[config.mk]
export PLATFORM = sky130hd
export DESIGN_NAME = fpa_addsub
export DESIGN_NICKNAME = d
export VERILOG_FILES = /design/src/rtl/fpa_pkg.sv /design/src/rtl/fpa_unpack.sv /design/src/rtl/fpa_align.sv /design/src/rtl/fpa_lzc.sv /design/src/rtl/fpa_normpack.sv /design/src/rtl/fpa_addsub.sv
export SDC_FILE = /design/constraint.sdc
export NUM_CORES = 1
export LEC_CHECK = 0
export ABC_AREA = 1
export CORE_MARGIN = 2
export CORE_UTILIZATION = 54
export CTS_BUF_LIST = sky130_fd_sc_hd__clkbuf_4 sky130_fd_sc_hd__clkbuf_8
export CTS_CLUSTER_DIAMETER = 60
export DETAILED_ROUTE_END_ITERATION = 10
export PLACE_DENSITY = 0.78
export SETUP_SLACK_MARGIN = 0.05
export SLEW_MARGIN = 5
export SYNTH_ARGS = -nofsm -noshare
export SYNTH_HDL_FRONTEND = slang
export SYNTH_SLANG_ARGS = --single-unit
[constraint.sdc]
create_clock -name clk -period 0.8 [get_ports clk]
set_input_delay 0.16 -clock clk [delete_from_list [all_inputs] [get_ports clk]]
set_output_delay 0.16 -clock clk [all_outputs]
set_load 0.02 [all_outputs]
[src/rtl/fpa_pkg.sv]
package fpa_pkg;

   typedef enum logic {
      FPA_ADD = 1'b0,
      FPA_SUB = 1'b1
   } fpa_op_e;

   function automatic int fpa_imax(input int x, input int y);
      return (x > y) ? x : y;
   endfunction

endpackage

[src/rtl/fpa_unpack.sv]
module fpa_unpack
   import fpa_pkg::*;
#(
   parameter int EXP_W = 8,
   parameter int MAN_W = 7
) (
   input  logic [EXP_W+MAN_W:0] word_i,
   input  logic                 negate_i,
   output logic                 sgn_o,
   output logic [EXP_W-1:0]     exp_o,
   output logic [MAN_W:0]       sig_o
);
   localparam int W = EXP_W + MAN_W + 1;

   logic raw_sgn;

   assign raw_sgn = word_i[W-1];
   assign exp_o   = word_i[W-2:MAN_W];

   // sign inversion through a selectable NOT for the subtract path
   always_comb begin
      if (fpa_op_e'(negate_i) == FPA_SUB) sgn_o = ~raw_sgn;
      else                                sgn_o = raw_sgn;
   end

   // hidden one restored only for a nonzero exponent; zero exponent is zero
   assign sig_o = (exp_o != '0) ? {1'b1, word_i[MAN_W-1:0]} : '0;

endmodule

[src/rtl/fpa_align.sv]
module fpa_align #(
   parameter int EXP_W = 8,
   parameter int MAN_W = 7
) (
   input  logic                 sgn_a,
   input  logic [EXP_W-1:0]     exp_a,
   input  logic [MAN_W:0]       sig_a,
   input  logic                 sgn_b,
   input  logic [EXP_W-1:0]     exp_b,
   input  logic [MAN_W:0]       sig_b,
   output logic                 sgn_r,
   output logic [EXP_W-1:0]     exp_r,
   output logic [2*MAN_W+2:0]   sum_r
);
   localparam int SIGW = MAN_W + 1;
   localparam int AW   = 2 * SIGW;
   localparam int SUMW = AW + 1;

   logic             a_big;
   logic             big_s, sml_s;
   logic [EXP_W-1:0] big_e, sml_e, gap;
   logic [SIGW-1:0]  big_m, sml_m;
   logic [AW-1:0]    big_al, sml_al;

   // magnitude order: exponent first, significand second
   assign a_big = {exp_a, sig_a} >= {exp_b, sig_b};

   always_comb begin
      if (a_big) begin
         big_s = sgn_a; big_e = exp_a; big_m = sig_a;
         sml_s = sgn_b; sml_e = exp_b; sml_m = sig_b;
      end else begin
         big_s = sgn_b; big_e = exp_b; big_m = sig_b;
         sml_s = sgn_a; sml_e = exp_a; sml_m = sig_a;
      end
      gap    = big_e - sml_e;
      big_al = {big_m, {SIGW{1'b0}}};
      sml_al = {sml_m, {SIGW{1'b0}}} >> gap;
      if (big_s == sml_s) sum_r = {1'b0, big_al} + {1'b0, sml_al};
      else                sum_r = {1'b0, big_al} - {1'b0, sml_al};
   end

   assign sgn_r = big_s;
   assign exp_r = big_e;

   if (SUMW != 2*MAN_W+3) begin : g_bad_sum
      $error("fpa_align: sum width mismatch");
   end

endmodule

[src/rtl/fpa_lzc.sv]
module fpa_lzc #(
   parameter int VEC_W = 17,
   parameter int CNT_W = $clog2(VEC_W + 1)
) (
   input  logic [VEC_W-1:0] vec_i,
   output logic [CNT_W-1:0] zeros_o,
   output logic             empty_o
);
   logic hit;

   always_comb begin
      zeros_o = '0;
      hit     = 1'b0;
      for (int i = VEC_W - 1; i >= 0; i--) begin
         if (vec_i[i])  hit     = 1'b1;
         else if (!hit) zeros_o = zeros_o + CNT_W'(1);
      end
   end

   assign empty_o = (vec_i == '0);

   if (VEC_W < 2) begin : g_bad_vec
      $error("fpa_lzc: vector too narrow");
   end

endmodule

[src/rtl/fpa_normpack.sv]
module fpa_normpack
   import fpa_pkg::*;
#(
   parameter int EXP_W = 8,
   parameter int MAN_W = 7
) (
   input  logic                 sgn_r,
   input  logic [EXP_W-1:0]     exp_r,
   input  logic [2*MAN_W+2:0]   sum_r,
   output logic [EXP_W+MAN_W:0] word_o
);
   localparam int SUMW = 2 * MAN_W + 3;
   localparam int CW   = $clog2(SUMW + 1);
   localparam int XW   = fpa_imax(EXP_W, CW) + 2;
   localparam logic [XW-1:0] EMAX = XW'((1 << EXP_W) - 1);

   logic [CW-1:0]    lz;
   logic             is_zero;
   logic [SUMW-1:0]  shifted;
   logic [MAN_W-1:0] frac;
   logic [XW-1:0]    e_plus, e_res;
   logic             unused_bits;

   fpa_lzc #(.VEC_W(SUMW), .CNT_W(CW)) u_lzc (
      .vec_i   (sum_r),
      .zeros_o (lz),
      .empty_o (is_zero)
   );

   // carry (lz=0) acts as a right shift by one; lz>1 is a left shift
   assign shifted     = sum_r << lz;
   assign frac        = shifted[SUMW-2 -: MAN_W];
   assign unused_bits = ^{shifted[SUMW-1], shifted[SUMW-MAN_W-2:0]};

   // exponent of the leading one: exp_r + 1 - lz, kept unsigned
   assign e_plus = XW'(exp_r) + XW'(1);
   assign e_res  = e_plus - XW'(lz);

   always_comb begin
      if (is_zero || (XW'(lz) >= e_plus))
         word_o = '0;
      else if (e_res > EMAX)
         word_o = {sgn_r, {EXP_W{1'b1}}, {MAN_W{1'b1}}};
      else
         word_o = {sgn_r, e_res[EXP_W-1:0], frac};
   end

endmodule

[src/rtl/fpa_addsub.sv]
module fpa_addsub
   import fpa_pkg::*;
#(
   parameter int EXP_W   = 8,
   parameter int MAN_W   = 7,
   parameter bit REG_OUT = 1'b1
) (
   input  logic                 clk,
   input  logic                 rst_n,
   input  logic [EXP_W+MAN_W:0] op_a,
   input  logic [EXP_W+MAN_W:0] op_b,
   input  logic                 sub_sel,
   output logic [EXP_W+MAN_W:0] result
);
   localparam int W    = EXP_W + MAN_W + 1;
   localparam int SUMW = 2 * MAN_W + 3;
   localparam int XW   = EXP_W + 2;

   if (EXP_W < 2 || EXP_W > 15) begin : g_bad_exp
      $error("fpa_addsub: EXP_W out of range");
   end
   if (MAN_W < 1 || MAN_W > 30) begin : g_bad_man
      $error("fpa_addsub: MAN_W out of range");
   end

   logic             a_s, b_s, r_s;
   logic [EXP_W-1:0] a_e, b_e, r_e;
   logic [MAN_W:0]   a_m, b_m;
   logic [SUMW-1:0]  r_sum;
   logic [W-1:0]     packed_res;

   fpa_unpack #(.EXP_W(EXP_W), .MAN_W(MAN_W)) u_unp_a (
      .word_i (op_a), .negate_i (1'b0),
      .sgn_o (a_s), .exp_o (a_e), .sig_o (a_m)
   );

   fpa_unpack #(.EXP_W(EXP_W), .MAN_W(MAN_W)) u_unp_b (
      .word_i (op_b), .negate_i (sub_sel),
      .sgn_o (b_s), .exp_o (b_e), .sig_o (b_m)
   );

   fpa_align #(.EXP_W(EXP_W), .MAN_W(MAN_W)) u_align (
      .sgn_a (a_s), .exp_a (a_e), .sig_a (a_m),
      .sgn_b (b_s), .exp_b (b_e), .sig_b (b_m),
      .sgn_r (r_s), .exp_r (r_e), .sum_r (r_sum)
   );

   fpa_normpack #(.EXP_W(EXP_W), .MAN_W(MAN_W)) u_pack (
      .sgn_r (r_s), .exp_r (r_e), .sum_r (r_sum),
      .word_o (packed_res)
   );

   if (REG_OUT) begin : g_reg
      always_ff @(posedge clk or negedge rst_n) begin
         if (!rst_n) result <= '0;
         else        result <= packed_res;
      end

      logic [XW-1:0] exp_hi;
      assign exp_hi = ((a_e > b_e) ? XW'(a_e) : XW'(b_e)) + XW'(1);

      a_r3_cancel_zero: assert property (@(posedge clk) disable iff (!rst_n)
         (sub_sel && (op_a == op_b)) |=> (result == '0));

      a_r6_zero_operand: assert property (@(posedge clk) disable iff (!rst_n)
         ((b_e == '0) && (a_e != '0)) |=> (result == $past(op_a)));

      a_r7_like_sign: assert property (@(posedge clk) disable iff (!rst_n)
         ((a_e != '0) && (b_e != '0) && (op_a[W-1] == (op_b[W-1] ^ sub_sel)))
         |=> (result[W-1] == $past(op_a[W-1])));

      a_r5_exp_bound: assert property (@(posedge clk) disable iff (!rst_n)
         (a_e != '0) |=> (XW'(result[W-2:MAN_W]) <= $past(exp_hi)));

      a_r10_zero_canonical: assert property (@(posedge clk) disable iff (!rst_n)
         (result[W-2:MAN_W] == '0) |-> (result == '0));
   end else begin : g_comb
      assign result = packed_res;
   end

endmodule

==> results.sh, run 1 <==
export IMPL_status="stopped before the end"
export IMPL_lastStage="5_1_grt"
export IMPL_firstError="[ERROR GRT-0232] Routing congestion too high. Check the congestion heatmap in the GUI."
export IMPL_syn_num_nets=1271
export IMPL_cts_buffers=3
export IMPL_cts_sinks=16
export IMPL_gp_congestion=0.9560
export IMPL_io_pins=51
export IMPL_grt_repair_worst_endpoint="result[12]$_DFF_PN0_/D"
export IMPL_overflow=135
export IMPL_io_buffers=50
export IMPL_syn_mean_instance_area_um2=5.472
export IMPL_syn_area_um2=6457
export IMPL_synth_top_area_share_pct=20.93
export IMPL_initial_core_util_pct=55.84
export IMPL_dominantRegCellSynth="dfrtp_1"
export IMPL_grt_max_degree=17
export IMPL_cts_hold_buf=0
export IMPL_dpl_hpwl_um=18840
export IMPL_yosysWarningCount=0
export IMPL_ys_types=52
export IMPL_fp_dieH_um=113.4
export IMPL_netlist_instances=1180
export IMPL_worst_path_end_type="sequential cell input"
export IMPL_cts_root_buf="clkbuf_8"
export IMPL_yosys_top_cells_area="nand2_1 21%, ha_1 10%, inv_1 10%"
export IMPL_fp_row_count=39
export IMPL_synth_edff_count=0
export IMPL_die_width_um=113.4
export IMPL_cts_buffer_depth=2
export IMPL_yosys_area_top_type="nand2_1"
export IMPL_synth_seq_area_share_pct=6.200
export IMPL_placedCellCount=1694
export IMPL_async_flop_share_pct=100.0
export IMPL_globalRouteTotalUtil_pct=75.29
export IMPL_ys_ff_latch=16
export IMPL_htreeDepth=1
## logic make-up after synthesis
family	synth area share, %
AO/OA/AOI/OAI	13.49
adder cells (fa/ha/maj)	11.08
AND/OR/NAND/NOR	53.09
buffers and inverters	13.33
flip-flops	6.200
XOR/XNOR	2.809
## through the flow
step                      worst slack (ps)  TNS [ps]  utilization [%]  cell area (µm²)  hold WS (ps)
after floorplan                     -11930   -190260                -             6718        -135.6
after global placement              -12820   -208440            85.36             9872         502.2
after detailed placement            -13770   -224010            85.36             9872         506.5
after CTS                           -12950   -208510            89.80            10390         236.2
## timing repair
action	4_1_cts
endpoints found under the hold margin	0
pin swaps	61
cloned	1
setup buffers	27
endpoints found under the setup margin	32
gates resized for setup	161
## cells in the mapped netlist (7+ instances only)
library cell	instances
a21oi_1	55
a22oi_1	8
buf_2	7
clkbuf_1	7
dfrtp_1	16
ha_1	54
inv_1	178
inv_2	18
nand2_1	360
nand2_2	38
nand2_4	10
nand3_1	115
nand3_2	21
nand4_1	33
nor2_1	93
nor2_2	13
nor3_1	8
o21ai_0	55
o21ai_1	15
xor2_1	13
## routing by layer
metal | GRT usage [%] | overflow
met3 | 53.35 | 0
met5 | 6.667 | 0
met1 | 70.00 | 1
met4 | 88.78 | 49
met2 | 98.48 | 85
==> inputs of run 2 (changes only) <==
Settings changed: CORE_UTILIZATION 54 to 39, CTS_BUF_LIST sky130_fd_sc_hd__clkbuf_4 sky130_fd_sc_hd__clkbuf_8 to not set, CTS_CLUSTER_DIAMETER 60 to not set, PLACE_DENSITY 0.78 to not set, PLACE_DENSITY_LB_ADDON set to 0.15, SETUP_SLACK_MARGIN 0.05 to not set.
Clock period 0.8 ns to 1.05 ns, I/O delays scaled along.
==> run 2 against run 1 <==
The flow now finishes, with violations (setup timing). Synthesized area unchanged. Synthesized cell count unchanged.
==> results.sh, run 2 <==
export IMPL_status="complete, but fails checks"
export IMPL_violations="setup timing"
export IMPL_antenna_cells=0
export IMPL_pwr_share_comb_pct=92.8
export IMPL_dpl_hpwl_um=18190
export IMPL_fp_dieH_um=132.7
export IMPL_htreeDepth=1
export IMPL_yosys_top_cells_area="nand2_1 21%, ha_1 10%, inv_1 10%"
export IMPL_setup_violations=16
export IMPL_cts_sinks=16
export IMPL_antenna_found_initial=0
export IMPL_gp_congestion=0.8984
export IMPL_netlist_instances=1180
export IMPL_die_width_um=132.7
export IMPL_syn2layout_area_growth_pct=74.15
export IMPL_grt_pass1_vias=8852
export IMPL_vias=9102
export IMPL_multi_input_area_um2=5938
export IMPL_rsz0062_at_grt="true"
export IMPL_wirelength_um=23950
export IMPL_p_leak_uw=0.006084
export IMPL_critPathRequiredTime_ps=1220
export IMPL_cts_buffers=3
export IMPL_area_sequential_um2=400.4
export IMPL_seqPwrFrac_pct=4.1
export IMPL_ys_types=52
export IMPL_ir_worst_vdd_v=0.001485
export IMPL_overflow=0
export IMPL_async_flop_share_pct=100.0
export IMPL_viasPerCell=4.875
export IMPL_reg_top3="result x16"
export IMPL_largest_reg_flops=16
export IMPL_cp_endpoint="result[10]"
export IMPL_tightest_slew_ps=546.2
export IMPL_postPlaceCellArea_um2=10090
export IMPL_synth_seq_area_share_pct=6.200
export IMPL_syn_area_um2=6457
export IMPL_syn_num_nets=1271
export IMPL_cts_tree="built"
export IMPL_cp_end_kind="register"
export IMPL_cts_root_buf="clkbuf_16"
export IMPL_synth_top_area_share_pct=20.93
export IMPL_dominantRegCellSynth="dfrtp_1"
export IMPL_finalCritPeriodShare_pct=1271
export IMPL_io_buffers=50
export IMPL_internal_power_uw=12920
export IMPL_core_um2=16410
export IMPL_timing_final_ws_setup_ps=-12300
export IMPL_die_area_um2=17600
export IMPL_synth_most_common_cell="nand2_1"
export IMPL_dr_pass1_iters=5
export IMPL_synth_commonest_cells="360 x nand2_1, 178 x inv_1, 115 x nand3_1"
export IMPL_synth_edff_count=0
export IMPL_final_hold_violation_count=0
export IMPL_fp_row_count=47
export IMPL_drive_above_1_share_pct=45.90
export IMPL_drtIter0Drc=441
export IMPL_max_freq_mhz=74.93
export IMPL_design_area_um2=11250
export IMPL_path_class="in -> reg"
export IMPL_layout_common_cells="419 x buf_4, 313 x nand2_1, 149 x inv_1"
export IMPL_cts_buffer_depth=2
export IMPL_ys_ff_latch=16
export IMPL_startpoint_type="input pin"
export IMPL_cpMostUsedCell="nand2_1"
export IMPL_grt_pass1_wl_um=38620
export IMPL_ant_nets=0
export IMPL_crit_start="op_b[14]"
export IMPL_arrival_ps=13510
export IMPL_p_sw_share_pct=48.77
export IMPL_cp_max_fo=6
export IMPL_syn_mean_instance_area_um2=5.472
export IMPL_nets=1739
export IMPL_num_fill_cells=1404
export IMPL_pre_cts_ws_ps=-13080
export IMPL_final_max_slew_viol_count=0
export IMPL_finalCriticalPeriod_ps=13350
export IMPL_yosysWarningCount=0
export IMPL_relSlewSlack_pct=63.31
export IMPL_drc_errors=0
export IMPL_globalRouteTotalUtil_pct=25.59
export IMPL_clk_pin_slew_ps=50
export IMPL_wire_per_inst_um=12.83
export IMPL_cts_hold_buf=0
export IMPL_initial_core_util_pct=39.36
export IMPL_max_cap_violations=0
export IMPL_grt_max_degree=17
export IMPL_holdCritPathClass="in -> async"
export IMPL_io_pins=51
export IMPL_final_common_cell="buf_4"
export IMPL_crit_path_top_delay_cell="ha_1"
export IMPL_top_register="result"
export IMPL_crit_path_max_incr_delay_ps=340
export IMPL_p_sw_uw=12300
export IMPL_yosys_area_top_type="nand2_1"
export IMPL_pwr_density_cell_nw_per_um2=2242
export IMPL_p_clk_share_pct=3.2
[run 2: cell counts after synthesis]
No cell type changed its count.
[run 2: final cells by class]
type                       instances  area share (%)
sequential                        16           3.560
tap                              220           2.448
clock buffer                       4          0.7899
timing repair buffer             481           33.31
multi-input combinational        945           52.80
inverter                         201           7.087
[run 2: metal layers]
metal	global-route usage, %	share of wire [%]	up-vias
met2	50.86	54	166
met5	0	0	-
met3	1.533	2.2	38
met1	30.02	42	4142
li1	-	-	4756
met4	4.779	2.2	0
[run 2: power by group through the flow]
stage	Combinational, µW	Sequential [µW]	Clock, µW
3_3_place_gp	20200	1030	0
3_5_place_dp	20400	1030	0
6_report	23400	1020	805
5_1_grt	25600	1050	847
2_1_floorplan	10700	1410	0
4_1_cts	21900	1020	816
[run 2: critical path, delay by kind of cell]
family                     cells  cell delay [ps]
buffers and inverters         18             1770
adders and majority gates     16             4310
AOI/OAI and AO/OA             11             1340
and+or+nand+nor               70             5870
[run 2: worst min path at each step]
stage	slack, ps	from	endpoint	depth (start not counted)
after global placement	540	rst_n	result[2]	2
final	290	rst_n	result[2]	2
after floorplan	-90	rst_n	result[0]	0
after CTS	290	rst_n	result[2]	2
after detailed placement	540	rst_n	result[2]	2
after global routing	310	rst_n	result[2]	2
[run 2: cells by family after synthesis]
kind of cell / Yosys count / synth area share (%)
flops: 16 / 6.200
compound gates: 154 / 13.49
fa+ha+maj: 56 / 11.08
xor+xnor: 19 / 2.809
simple gates: 716 / 53.09
buf+inv: 219 / 13.33
[run 2: timing repair]
item | in CTS | in global routing
pin swaps | 75 | 91
cloned | 2 | 2
resized for setup | 198 | 84
setup buffers | 60 | 14
setup endpoints to repair | 32 | 16
[run 2: stage by stage]
| step | std cells | hold WS, ps | utilization, % | total power, µW | TNS (ps) |
|---|---|---|---|---|---|
| 6_report | 1867 | 289.1 | 68.54 | 25220 | -196090 |
| 2_1_floorplan | 1180 | -85.59 | - | 12070 | -187060 |
| 3_5_place_dp | 1787 | 540.3 | 61.49 | 21470 | -209240 |
| 4_1_cts | 1853 | 294.8 | 65.87 | 23730 | -193300 |
| 3_3_place_gp | 1787 | 541.2 | 61.49 | 21240 | -203210 |
| 5_1_grt | 1867 | 308.1 | 68.54 | 27530 | -209460 |
Power figures use the tool's default switching activity.
